===== src/rtl/pdp_pkg.sv =====
package pdp_pkg;
   localparam int PTR_W       = 16;
   localparam int SRC_BIT     = 15;
   localparam int INC_BIT     = 14;
   localparam logic [7:0] HI_READ_MASK = 8'hF7;
   localparam logic [3:0] ADR_PTR_LO   = 4'd6;
   localparam logic [3:0] ADR_PTR_HI   = 4'd7;

   typedef enum logic [1:0] {
      ACC_NONE = 2'd0,
      ACC_PLO  = 2'd1,
      ACC_PHI  = 2'd2,
      ACC_WIN  = 2'd3
   } acc_e;

   function automatic acc_e decode_addr(input logic [3:0] a);
      if (a == ADR_PTR_LO)      return ACC_PLO;
      else if (a == ADR_PTR_HI) return ACC_PHI;
      else if (a[3:2] == 2'b10) return ACC_WIN;
      else                      return ACC_NONE;
   endfunction
endpackage


===== src/rtl/pdp_seq.sv =====
module pdp_seq
   import pdp_pkg::*;
#(
   parameter int HOST_BYTES = 4,
   localparam int DW     = 8 * HOST_BYTES,
   localparam int LANE_W = (HOST_BYTES > 1) ? $clog2(HOST_BYTES) : 1,
   localparam int CNT_W  = LANE_W + 1
)(
   input  logic              clk,
   input  logic              rst_n,
   input  logic              host_req,
   input  logic              host_we,
   input  logic [3:0]        host_addr,
   input  logic [1:0]        host_size,
   input  logic [DW-1:0]     host_wdata,
   input  logic              fin,
   output logic              accept,
   output logic              busy,
   output logic              issue,
   output logic              last,
   output acc_e              kind,
   output logic [3:0]        cur_addr,
   output logic [LANE_W-1:0] cur_lane,
   output logic              we_o,
   output logic [7:0]        wbyte
);
   logic              busy_q, we_q;
   logic [3:0]        base_q;
   logic [CNT_W-1:0]  cnt_q, nb_q, nb_req;
   logic [DW-1:0]     wdata_q;
   logic [7:0]        wlanes [HOST_BYTES];

   always_comb begin
      unique case (host_size)
         2'd0:    nb_req = CNT_W'(1);
         2'd1:    nb_req = (HOST_BYTES >= 2) ? CNT_W'(2) : CNT_W'(HOST_BYTES);
         default: nb_req = CNT_W'(HOST_BYTES);
      endcase
   end

   assign accept = host_req && !busy_q;

   always_ff @(posedge clk or negedge rst_n) begin
      if (!rst_n) begin
         busy_q  <= 1'b0;
         we_q    <= 1'b0;
         base_q  <= '0;
         cnt_q   <= '0;
         nb_q    <= '0;
         wdata_q <= '0;
      end else if (accept) begin
         busy_q  <= 1'b1;
         we_q    <= host_we;
         base_q  <= host_addr;
         cnt_q   <= '0;
         nb_q    <= nb_req;
         wdata_q <= host_wdata;
      end else begin
         if (issue) cnt_q <= cnt_q + CNT_W'(1);
         if (fin)   busy_q <= 1'b0;
      end
   end

   for (genvar g = 0; g < HOST_BYTES; g++) begin : g_wlane
      assign wlanes[g] = wdata_q[8*g +: 8];
   end

   assign busy     = busy_q;
   assign issue    = busy_q && (cnt_q < nb_q);
   assign last     = issue && (cnt_q == nb_q - CNT_W'(1));
   assign cur_addr = base_q + 4'(cnt_q);
   assign cur_lane = cnt_q[LANE_W-1:0];
   assign kind     = decode_addr(cur_addr);
   assign we_o     = we_q;
   assign wbyte    = wlanes[cur_lane];

   if (!(HOST_BYTES == 1 || HOST_BYTES == 2 || HOST_BYTES == 4)) begin : g_chk_bytes
      $error("pdp_seq: HOST_BYTES must be 1, 2 or 4");
   end

   // one byte step per clock while stepping
   a_r7_one_step: assert property (@(posedge clk) disable iff (!rst_n)
      (issue && !accept) |=> (cnt_q == $past(cnt_q) + CNT_W'(1)));

   // a running access keeps its request until it finishes
   a_r10_hold_req: assert property (@(posedge clk) disable iff (!rst_n)
      (busy_q && !fin) |=> (busy_q && $stable(base_q) && $stable(we_q)));
endmodule


===== src/rtl/pdp_ptr.sv =====
module pdp_ptr
   import pdp_pkg::*;
#(
   parameter int OFS_W = 11
)(
   input  logic             clk,
   input  logic             rst_n,
   input  logic             wr_lo,
   input  logic             wr_hi,
   input  logic [7:0]       wbyte,
   input  logic             step,
   output logic [PTR_W-1:0] ptr
);
   logic [PTR_W-1:0] ptr_q;
   logic [OFS_W-1:0] ofs_next;

   assign ofs_next = ptr_q[OFS_W-1:0] + OFS_W'(1);

   always_ff @(posedge clk or negedge rst_n) begin
      if (!rst_n) begin
         ptr_q <= '0;
      end else begin
         if (wr_lo) ptr_q[7:0]  <= wbyte;
         if (wr_hi) ptr_q[15:8] <= wbyte;
         if (step && ptr_q[INC_BIT]) ptr_q[OFS_W-1:0] <= ofs_next;
      end
   end

   assign ptr = ptr_q;

   if (OFS_W < 4 || OFS_W > 11) begin : g_chk_ofs
      $error("pdp_ptr: OFS_W must lie in 4..11");
   end

   // the offset field advances and the upper bits are kept
   a_r4_advance: assert property (@(posedge clk) disable iff (!rst_n)
      (step && ptr_q[INC_BIT]) |=>
         ((ptr_q[OFS_W-1:0] == $past(ptr_q[OFS_W-1:0]) + OFS_W'(1)) &&
          (ptr_q[PTR_W-1:OFS_W] == $past(ptr_q[PTR_W-1:OFS_W]))));

   // without increment mode a window access leaves the pointer alone
   a_r5_hold: assert property (@(posedge clk) disable iff (!rst_n)
      (step && !ptr_q[INC_BIT]) |=> $stable(ptr_q));
endmodule


===== src/rtl/pdp_addr.sv =====
module pdp_addr #(
   parameter int PAGE_W = 2,
   parameter int OFS_W  = 11
)(
   input  logic              use_rx,
   input  logic              auto_inc,
   input  logic [OFS_W-1:0]  ofs_base,
   input  logic [1:0]        lane_sel,
   input  logic [PAGE_W-1:0] rx_head_page,
   input  logic [PAGE_W-1:0] tx_page,
   output logic [PAGE_W-1:0] page,
   output logic [OFS_W-1:0]  ofs
);
   assign page = use_rx ? rx_head_page : tx_page;
   assign ofs  = auto_inc ? ofs_base : ofs_base + OFS_W'(lane_sel);

   if (PAGE_W < 1 || PAGE_W > 8) begin : g_chk_page
      $error("pdp_addr: PAGE_W must lie in 1..8");
   end
endmodule


===== src/rtl/pdp_rdcap.sv =====
module pdp_rdcap #(
   parameter int HOST_BYTES = 4,
   localparam int DW     = 8 * HOST_BYTES,
   localparam int LANE_W = (HOST_BYTES > 1) ? $clog2(HOST_BYTES) : 1
)(
   input  logic              clk,
   input  logic              rst_n,
   input  logic              accept,
   input  logic              issue,
   input  logic              is_read,
   input  logic              from_mem,
   input  logic              last,
   input  logic [LANE_W-1:0] lane,
   input  logic [7:0]        regbyte,
   input  logic [7:0]        mem_rdata,
   output logic              ending,
   output logic              done,
   output logic [DW-1:0]     rdata
);
   logic              pend_q, mem_q, last_q, done_q;
   logic [LANE_W-1:0] lane_q;
   logic [7:0]        reg_q;

   always_ff @(posedge clk or negedge rst_n) begin
      if (!rst_n) begin
         pend_q <= 1'b0;
         mem_q  <= 1'b0;
         last_q <= 1'b0;
         done_q <= 1'b0;
         lane_q <= '0;
         reg_q  <= '0;
      end else begin
         pend_q <= issue && is_read;
         mem_q  <= from_mem;
         last_q <= last;
         done_q <= last_q;
         lane_q <= lane;
         reg_q  <= regbyte;
      end
   end

   for (genvar g = 0; g < HOST_BYTES; g++) begin : g_lane
      always_ff @(posedge clk or negedge rst_n) begin
         if (!rst_n)
            rdata[8*g +: 8] <= '0;
         else if (accept)
            rdata[8*g +: 8] <= '0;
         else if (pend_q && lane_q == LANE_W'(g))
            rdata[8*g +: 8] <= mem_q ? mem_rdata : reg_q;
      end
   end

   assign ending = last_q;
   assign done   = done_q;

   // completion is a single-cycle pulse
   a_r8_done_pulse: assert property (@(posedge clk) disable iff (!rst_n)
      done_q |=> !done_q);
endmodule


===== src/rtl/pdp_data_port.sv =====
module pdp_data_port
   import pdp_pkg::*;
#(
   parameter int PAGE_W     = 2,
   parameter int OFS_W      = 11,
   parameter int HOST_BYTES = 4,
   localparam int DW     = 8 * HOST_BYTES,
   localparam int LANE_W = (HOST_BYTES > 1) ? $clog2(HOST_BYTES) : 1
)(
   input  logic              clk,
   input  logic              rst_n,
   input  logic              host_req,
   input  logic              host_we,
   input  logic [3:0]        host_addr,
   input  logic [1:0]        host_size,
   input  logic [DW-1:0]     host_wdata,
   output logic [DW-1:0]     host_rdata,
   output logic              host_busy,
   output logic              host_done,
   input  logic [PAGE_W-1:0] rx_head_page,
   input  logic [PAGE_W-1:0] tx_page,
   output logic              mem_en,
   output logic              mem_we,
   output logic [PAGE_W-1:0] mem_page,
   output logic [OFS_W-1:0]  mem_offset,
   output logic [7:0]        mem_wdata,
   input  logic [7:0]        mem_rdata
);
   logic              accept, busy, issue, last, we, ending;
   acc_e              kind;
   logic [3:0]        cur_addr;
   logic [LANE_W-1:0] cur_lane;
   logic [7:0]        wbyte, regbyte;
   logic [PTR_W-1:0]  ptr;
   logic              win_step;

   pdp_seq #(.HOST_BYTES(HOST_BYTES)) u_seq (
      .clk(clk), .rst_n(rst_n),
      .host_req(host_req), .host_we(host_we), .host_addr(host_addr),
      .host_size(host_size), .host_wdata(host_wdata), .fin(ending),
      .accept(accept), .busy(busy), .issue(issue), .last(last),
      .kind(kind), .cur_addr(cur_addr), .cur_lane(cur_lane),
      .we_o(we), .wbyte(wbyte)
   );

   assign win_step = issue && (kind == ACC_WIN);

   pdp_ptr #(.OFS_W(OFS_W)) u_ptr (
      .clk(clk), .rst_n(rst_n),
      .wr_lo(issue && we && kind == ACC_PLO),
      .wr_hi(issue && we && kind == ACC_PHI),
      .wbyte(wbyte), .step(win_step), .ptr(ptr)
   );

   pdp_addr #(.PAGE_W(PAGE_W), .OFS_W(OFS_W)) u_addr (
      .use_rx(ptr[SRC_BIT]), .auto_inc(ptr[INC_BIT]),
      .ofs_base(ptr[OFS_W-1:0]), .lane_sel(cur_addr[1:0]),
      .rx_head_page(rx_head_page), .tx_page(tx_page),
      .page(mem_page), .ofs(mem_offset)
   );

   always_comb begin
      unique case (kind)
         ACC_PLO: regbyte = ptr[7:0];
         ACC_PHI: regbyte = ptr[15:8] & HI_READ_MASK;
         default: regbyte = 8'h00;
      endcase
   end

   pdp_rdcap #(.HOST_BYTES(HOST_BYTES)) u_rdcap (
      .clk(clk), .rst_n(rst_n), .accept(accept), .issue(issue),
      .is_read(!we), .from_mem(kind == ACC_WIN), .last(last),
      .lane(cur_lane), .regbyte(regbyte), .mem_rdata(mem_rdata),
      .ending(ending), .done(host_done), .rdata(host_rdata)
   );

   assign mem_en    = win_step;
   assign mem_we    = win_step && we;
   assign mem_wdata = wbyte;
   assign host_busy = busy;

   // the memory port stays quiet while no access runs
   a_r10_idle_quiet: assert property (@(posedge clk) disable iff (!rst_n)
      !host_busy |-> !mem_en);

   // the first cycle after reset shows an idle port
   a_r1_idle_after_reset: assert property (@(posedge clk) disable iff (!rst_n)
      $rose(rst_n) |-> (!host_busy && !host_done));
endmodule


===== config.mk =====
export PLATFORM = sky130hd
export DESIGN_NAME = pdp_data_port
export DESIGN_NICKNAME = d
export VERILOG_FILES = /design/src/rtl/pdp_pkg.sv /design/src/rtl/pdp_seq.sv /design/src/rtl/pdp_ptr.sv /design/src/rtl/pdp_addr.sv /design/src/rtl/pdp_rdcap.sv /design/src/rtl/pdp_data_port.sv
export SDC_FILE = /design/constraint.sdc
export NUM_CORES = 1
export LEC_CHECK = 0
export ABC_AREA = 1
export CAP_MARGIN = 20
export CELL_PAD_IN_SITES_DETAIL_PLACEMENT = 0
export CELL_PAD_IN_SITES_GLOBAL_PLACEMENT = 2
export CORE_ASPECT_RATIO = 0.75
export CORE_MARGIN = 2
export CORE_UTILIZATION = 30
export CTS_CLUSTER_SIZE = 10
export DETAILED_ROUTE_END_ITERATION = 8
export GPL_TIMING_DRIVEN = 0
export HOLD_SLACK_MARGIN = 0.02
export PLACE_DENSITY = 0.77
export SYNTH_ARGS = -nofsm -noshare
export SYNTH_HDL_FRONTEND = slang
export SYNTH_SLANG_ARGS = --single-unit

===== constraint.sdc =====
create_clock -name clk -period 3.33 [get_ports clk]
set_input_delay 0.8325 -clock clk [delete_from_list [all_inputs] [get_ports clk]]
set_output_delay 0.8325 -clock clk [all_outputs]
set_load 0.1 [all_outputs]

# Word level (Yosys, flattened, before mapping)
# Index checks and enable logic that the tools add are counted.
dict set report op_classes {
  magnitude_cmp 2
  div 0
  addsub 5
  muxes 26
  multipliers 0
  reduce_logical 26
  n_eq_ne 11
  shifts 0
  bitwise_logic 1
}
# operator n
set op_table {}
lappend op_table {{$mux W8} 12}
lappend op_table {{$mux W11} 2}
lappend op_table {{$bmux W8 S2} 1}
lappend op_table {{$pmux W8 S2} 1}
lappend op_table {{$reduce_bool A2 Y1} 8}
lappend op_table {{$logic_and A1 B1 Y1} 14}
lappend op_table {{$add A11 B1 Y11 const B} 1}
lappend op_table {{$add A11 B2 Y11} 1}
lappend op_table {{$eq A2 B2 Y1 const B} 5}
lappend op_table {{$mux W3} 3}
lappend op_table {{$eq A4 B3 Y1 const B} 2}
lappend op_table {{$mux W2} 4}
lappend op_table {{$eq A2 B1 Y1 const B} 3}
lappend op_table {{$pmux W3 S2} 1}
lappend op_table {{$add A4 B3 Y4} 1}
lappend op_table {{$logic_not A2 Y1} 2}
lappend op_table {{$add A3 B1 Y3 const B} 1}
lappend op_table {{$eq A3 B3 Y1} 1}
lappend op_table {{$ge A3 B3 Y1 const B} 1}
lappend op_table {{$lt A3 B3 Y1} 1}
lappend op_table {{$not A2 Y3} 1}
lappend op_table {{$sub A3 B1 Y3 const B} 1}
lappend op_table {{$logic_not A1 Y1} 2}
lappend op_table {{$mux W1} 2}
dict set report totals {
  wordCells 90
  ff_bits 106
  latch_bits 0
  inputBits 54
  ramBits 0
  output_inout_bits 57
  romBits 0
  n_memories 0
}

# Longest topological paths before layout
dict set report logic_depth {
  depth_word 9
  depth_mapped 13
}

# Cells and area by module
# From an unflattened synthesis, not the netlist that was laid out.
dict set report unflattened {
  cells_unflattened 704
  hier_area_um2 5506.5
}
# module n_inst area_per_inst_um2 cells_each seq_area_each_um2
set modules_own_cells {}
lappend modules_own_cells {pdp_seq 1 2204.6 276 1101.1}
lappend modules_own_cells {pdp_rdcap 1 1784.2 189 1151.1}
lappend modules_own_cells {pdp_ptr 1 927.1 133 400.4}
lappend modules_own_cells {pdp_addr 1 386.6 66 0.0}
lappend modules_own_cells {pdp_data_port 1 203.9 40 0.0}

# Least setup slack after synthesis
# No wires, ideal clock.
dict set report synth_timing {
  path_type {flip-flop to output port}
  from {reg u_seq.cnt_q[0]}
  to {out mem_offset[7]}
  path_slack_ns -0.779
  stages_incl_launch_ff 8
  n_path_buf 0
  t_arrival_ns 3.277
  path_cell_list {dfrtp_1 ha_1 fa_1 ha_1 a21o_1 nand2_1 nor4_1 xor2_1}
}
dict set report synth_via {
  elab_chain_len 3
}
# item line_no
set synth_lines {}
lappend synth_lines {{from (decl)} pdp_seq.sv:29} ;# logic [CNT_W-1:0] cnt_q, nb_q, nb_req;
lappend synth_lines {{from (signal assigned)} pdp_seq.sv:59} ;# if (issue) cnt_q <= cnt_q + CNT_W'(1);
lappend synth_lines {{$add A4 B3 Y4} pdp_seq.sv:71} ;# assign cur_addr = base_q + 4'(cnt_q);
lappend synth_lines {{$add A11 B2 Y11} pdp_addr.sv:15} ;# assign ofs = auto_inc ? ofs_base : ofs_base + OFS_W'(lane_sel);
lappend synth_lines {{$mux W11} pdp_addr.sv:15}
lappend synth_lines {{to (decl)} pdp_data_port.sv:25} ;# output logic [OFS_W-1:0] mem_offset,
# No other way between the ends.

# Final worst setup path
dict set report layout_timing {
  from {reg u_seq.base_q[0]}
  to {out mem_offset[6]}
}
dict set report layout_via {
  elab_chain_len 3
}
# item line_no
set layout_lines {}
lappend layout_lines {{from (decl)} pdp_seq.sv:28} ;# logic [3:0] base_q;
lappend layout_lines {{from (signal assigned)} pdp_seq.sv:54} ;# base_q <= host_addr;
lappend layout_lines {{$add A4 B3 Y4} pdp_seq.sv:71}
lappend layout_lines {{$add A11 B2 Y11} pdp_addr.sv:15}
lappend layout_lines {{$mux W11} pdp_addr.sv:15}
# No other way between the ends.

==> flow_summary.json <==
{
  "synth_top_area_share_pct": 52.41,
  "rows": 40,
  "portBuffers": 110,
  "netlist_instances": 594,
  "crit_type": "reg -> out",
  "dp_hpwl_um": 11100,
  "dp.cells": 915,
  "yosysTopAreaCell": "dfrtp_1",
  "cp_max_fo": 3,
  "initial_core_util_pct": 31.01,
  "io_pins": 111,
  "reg2reg_from": "u_seq.cnt_q[0]$_DFFE_PN0P_",
  "synth_adder_area_share_pct": 3.544,
  "grt.total_usage_pct": 17.26,
  "synth_top_family_by_area": "simple AND/OR/NAND/NOR gates",
  "clk_path_buf_depth": 2,
  "numCtsBuffers": 9,
  "hold_start": "u_rdcap.ending$_DFF_PN0_",
  "crit_path_start_kind": "flip-flop",
  "coreArea_sq_mm": 0.01617,
  "cp.arrival_ps": 2650,
  "synthesis.area_sq_mm": 0.005014,
  "instances_no_fill": 939,
  "cp_cell_sequence": "ha_2 > fa_2 > fa_2 > nand2_4 > nor3_4 > buf_6 > buf_6 > xor2_4 > buf_12",
  "slew_headroom_pct": 33.56,
  "grt_pass1_wl_um": 23880,
  "gp_congestion": 0.7821,
  "cts.sinks": 105,
  "drt_iter0_markers": 241,
  "slew_viol_final": 0,
  "drc": 0,
  "status": "finished with violations",
  "drt-total-wl_um": 14700,
  "r2r-end": "u_ptr.ptr[6]$_DFFE_PN0P_",
  "synth_area_leaders": "dfrtp_1 52%, nand2_1 15%, o21ai_0 6.7%, nand3_1 4.0%, nor2_1 3.4%",
  "wl_per_cell_um": 15.66,
  "synth_compound_area_share_pct": 9.833,
  "final_nets": 791,
  "hold_violations": 0,
  "worst_slew_pin_slew_ps": 993.5,
  "crit_buf_inv": 3,
  "crit_path_end_kind": "output pin",
  "maxCapViolCount": 0,
  "holdPathEnd": "u_rdcap.done$_DFF_PN0_",
  "ys_async_sr_fraction_pct": 100.0,
  "yosysSeqAreaShare_pct": 52.41,
  "synth-edff-count": 0,
  "first_global_vias": 4294,
  "multi_input_area_sq_mm": 0.002346,
  "avgSynthCellArea_sq_um": 8.440,
  "drive_gt1_share_pct": 14.13,
  "setup_viol": 8,
  "synthSimpleGateAreaFrac_pct": 25.03,
  "die_w_um": 153.3,
  "cts_root_buf": "clkbuf_16",
  "synth-seq-cells": 105,
  "antenna_found_initial": 0,
  "rsz0062_at_grt": "yes",
  "grt-ovfl-total": 0,
  "syn_nets": 661,
  "cp_top_family": "adder cells",
  "diodes": 0,
  "crit_required_ps": 2500,
  "via_per_inst": 4.678,
  "die_h_um": 116.0,
  "setup_slack_ps": -151.0,
  "muxShareOfSynthArea_pct": 0,
  "synth_cell_types": 33,
  "areaGrowthSynthToFinish_pct": 40.95,
  "fmax_ghz": 0.2873,
  "die_area_sq_mm": 0.01777,
  "grt_max_degree": 56,
  "period_share_pct": 104.5,
  "drtPass1Iterations": 5,
  "reg2reg_depth": 12,
  "worstHoldPathCells": 0,
  "drtAntennaViolNets": 0,
  "crit_slowest_cell": "fa_2",
  "cts-hold-fix-buffers": 0,
  "violations": "setup timing",
  "htreeDepth": 3,
  "dp_slack_ps": -1130,
  "yosysWarnings": 0,
  "n_fill_cell": 1649,
  "skew_ps": 5.103,
  "hold-worst-slack_ps": 396.8,
  "hp-class": "reg -> reg",
  "synth-xor-area-share_pct": 3.669,
  "seq_area_sq_mm": 0.002628,
  "ys.flop_type": "dfrtp_1",
  "max_stage_delay_ps": 590,
  "cts_tree": "yes",
  "min_period_ps": 3481,
  "r2r_slack_ps": 920,
  "num_vias": 4393,
  "clk_latency_ps": 360,
  "path_clk_slew_ps": 70
}
logic make-up after synthesis:
group / Yosys count
buffers and inverters: 66
flip-flops: 105
adder cells (fa/ha/maj): 13
XOR/XNOR: 21
AO/OA/AOI/OAI: 92
AND/OR/NAND/NOR: 297
worst register-to-register path: cells and delay by family (launching register included):
| kind | cells | cell delay (ps) |
|---|---|---|
| adders and majority gates | 1 | 190 |
| and+or+nand+nor | 5 | 710 |
| DFF | 1 | 380 |
| buffers and inverters | 6 | 1000 |
metrics by stage:
step	cell area, sq um	setup TNS (ps)	utilization (%)
3_3_place_gp	6528	-293640	40.38
3_5_place_dp	6553	-11480	40.53
4_1_cts	6980	-1079	43.18
2_1_floorplan	5164	-518.2	-
6_report	7067	-905.3	43.72
5_1_grt	7067	-1691	43.72
per-layer routing:
metal	track usage, %	up-vias	wire, um
li1	-	2179	-
met1	25.64	2089	7563
met2	26.10	116	6332
met3	3.515	9	677
met4	3.704	0	129
met5	0	-	0
cells in the final DEF (no fill, tap or decap), types with 9 or more instances in the layout:
cell / n
buf_2: 15
buf_4: 12
clkbuf_16: 9
clkdlybuf4s50_1: 86
dfrtp_1: 105
ha_1: 10
inv_1: 37
nand2_1: 190
nand3_1: 40
nor2_1: 42
o21ai_0: 65
o22ai_1: 13
xor2_1: 11
cells in the mapped netlist (2+ instances only):
cell type,instances
clkbuf_1,8
xnor2_1,2
nor2_4,2
xor2_1,19
a21oi_1,4
nand2_1,195
nand3_1,40
nor4_1,2
nor2_1,45
a21oi_2,2
nor3_1,3
o22ai_1,16
buf_2,12
inv_1,39
nand4_1,2
nand3_2,2
clkinv_1,2
clkbuf_2,2
dfrtp_1,105
fa_1,2
o21ai_0,67
nand3_4,2
ha_1,11
worst max-delay path by stage:
stage | startpoint | end | slack, ps | cells after the start
after floorplan | u_seq.cnt_q[0]$_DFFE_PN0P_ | mem_offset[7] | -240 | 7
after global placement | rst_n | u_ptr.ptr[6]$_DFFE_PN0P_ | -2700 | 1
after detailed placement | u_seq.cnt_q[0]$_DFFE_PN0P_ | mem_offset[7] | -1130 | 8
after CTS | u_seq.base_q[0]$_DFFE_PN0P_ | mem_offset[10] | -220 | 9
after global routing | u_seq.base_q[0]$_DFFE_PN0P_ | mem_offset[10] | -260 | 9
final | u_seq.base_q[0]$_DFFE_PN0P_ | mem_offset[6] | -150 | 9
state kept, by name, indices dropped and copies added (netlist names):
signal and cells:
u_ptr.ptr 15, u_rdcap.done 1, u_rdcap.ending 1, u_rdcap.lane_q 2
u_rdcap.mem_q 1, u_rdcap.pend_q 1, u_rdcap.rdata 32, u_rdcap.reg_q 8
u_seq.base_q 4, u_seq.busy 1, u_seq.cnt_q 3, u_seq.nb_q 3
u_seq.wdata_q 32, u_seq.we_o 1
timing repair:
action	in CTS	in global routing
setup buffers	4	4
pin swaps	6	2
resized for setup	147	25
cloned	0	0
endpoints found under the setup margin	23	19
area by class of cell:
class,instances,share of cell area (%)
sequential,105,37.18
multi-input combinational,423,33.20
timing repair buffer,119,17.51
tap,210,3.718
clock buffer,9,3.187
inverter,42,2.319
buffer,24,1.682
clock inverter,7,1.204
Power is not shown: default switching activity piles up to over one toggle a cycle in this logic, so the estimate is an artifact.
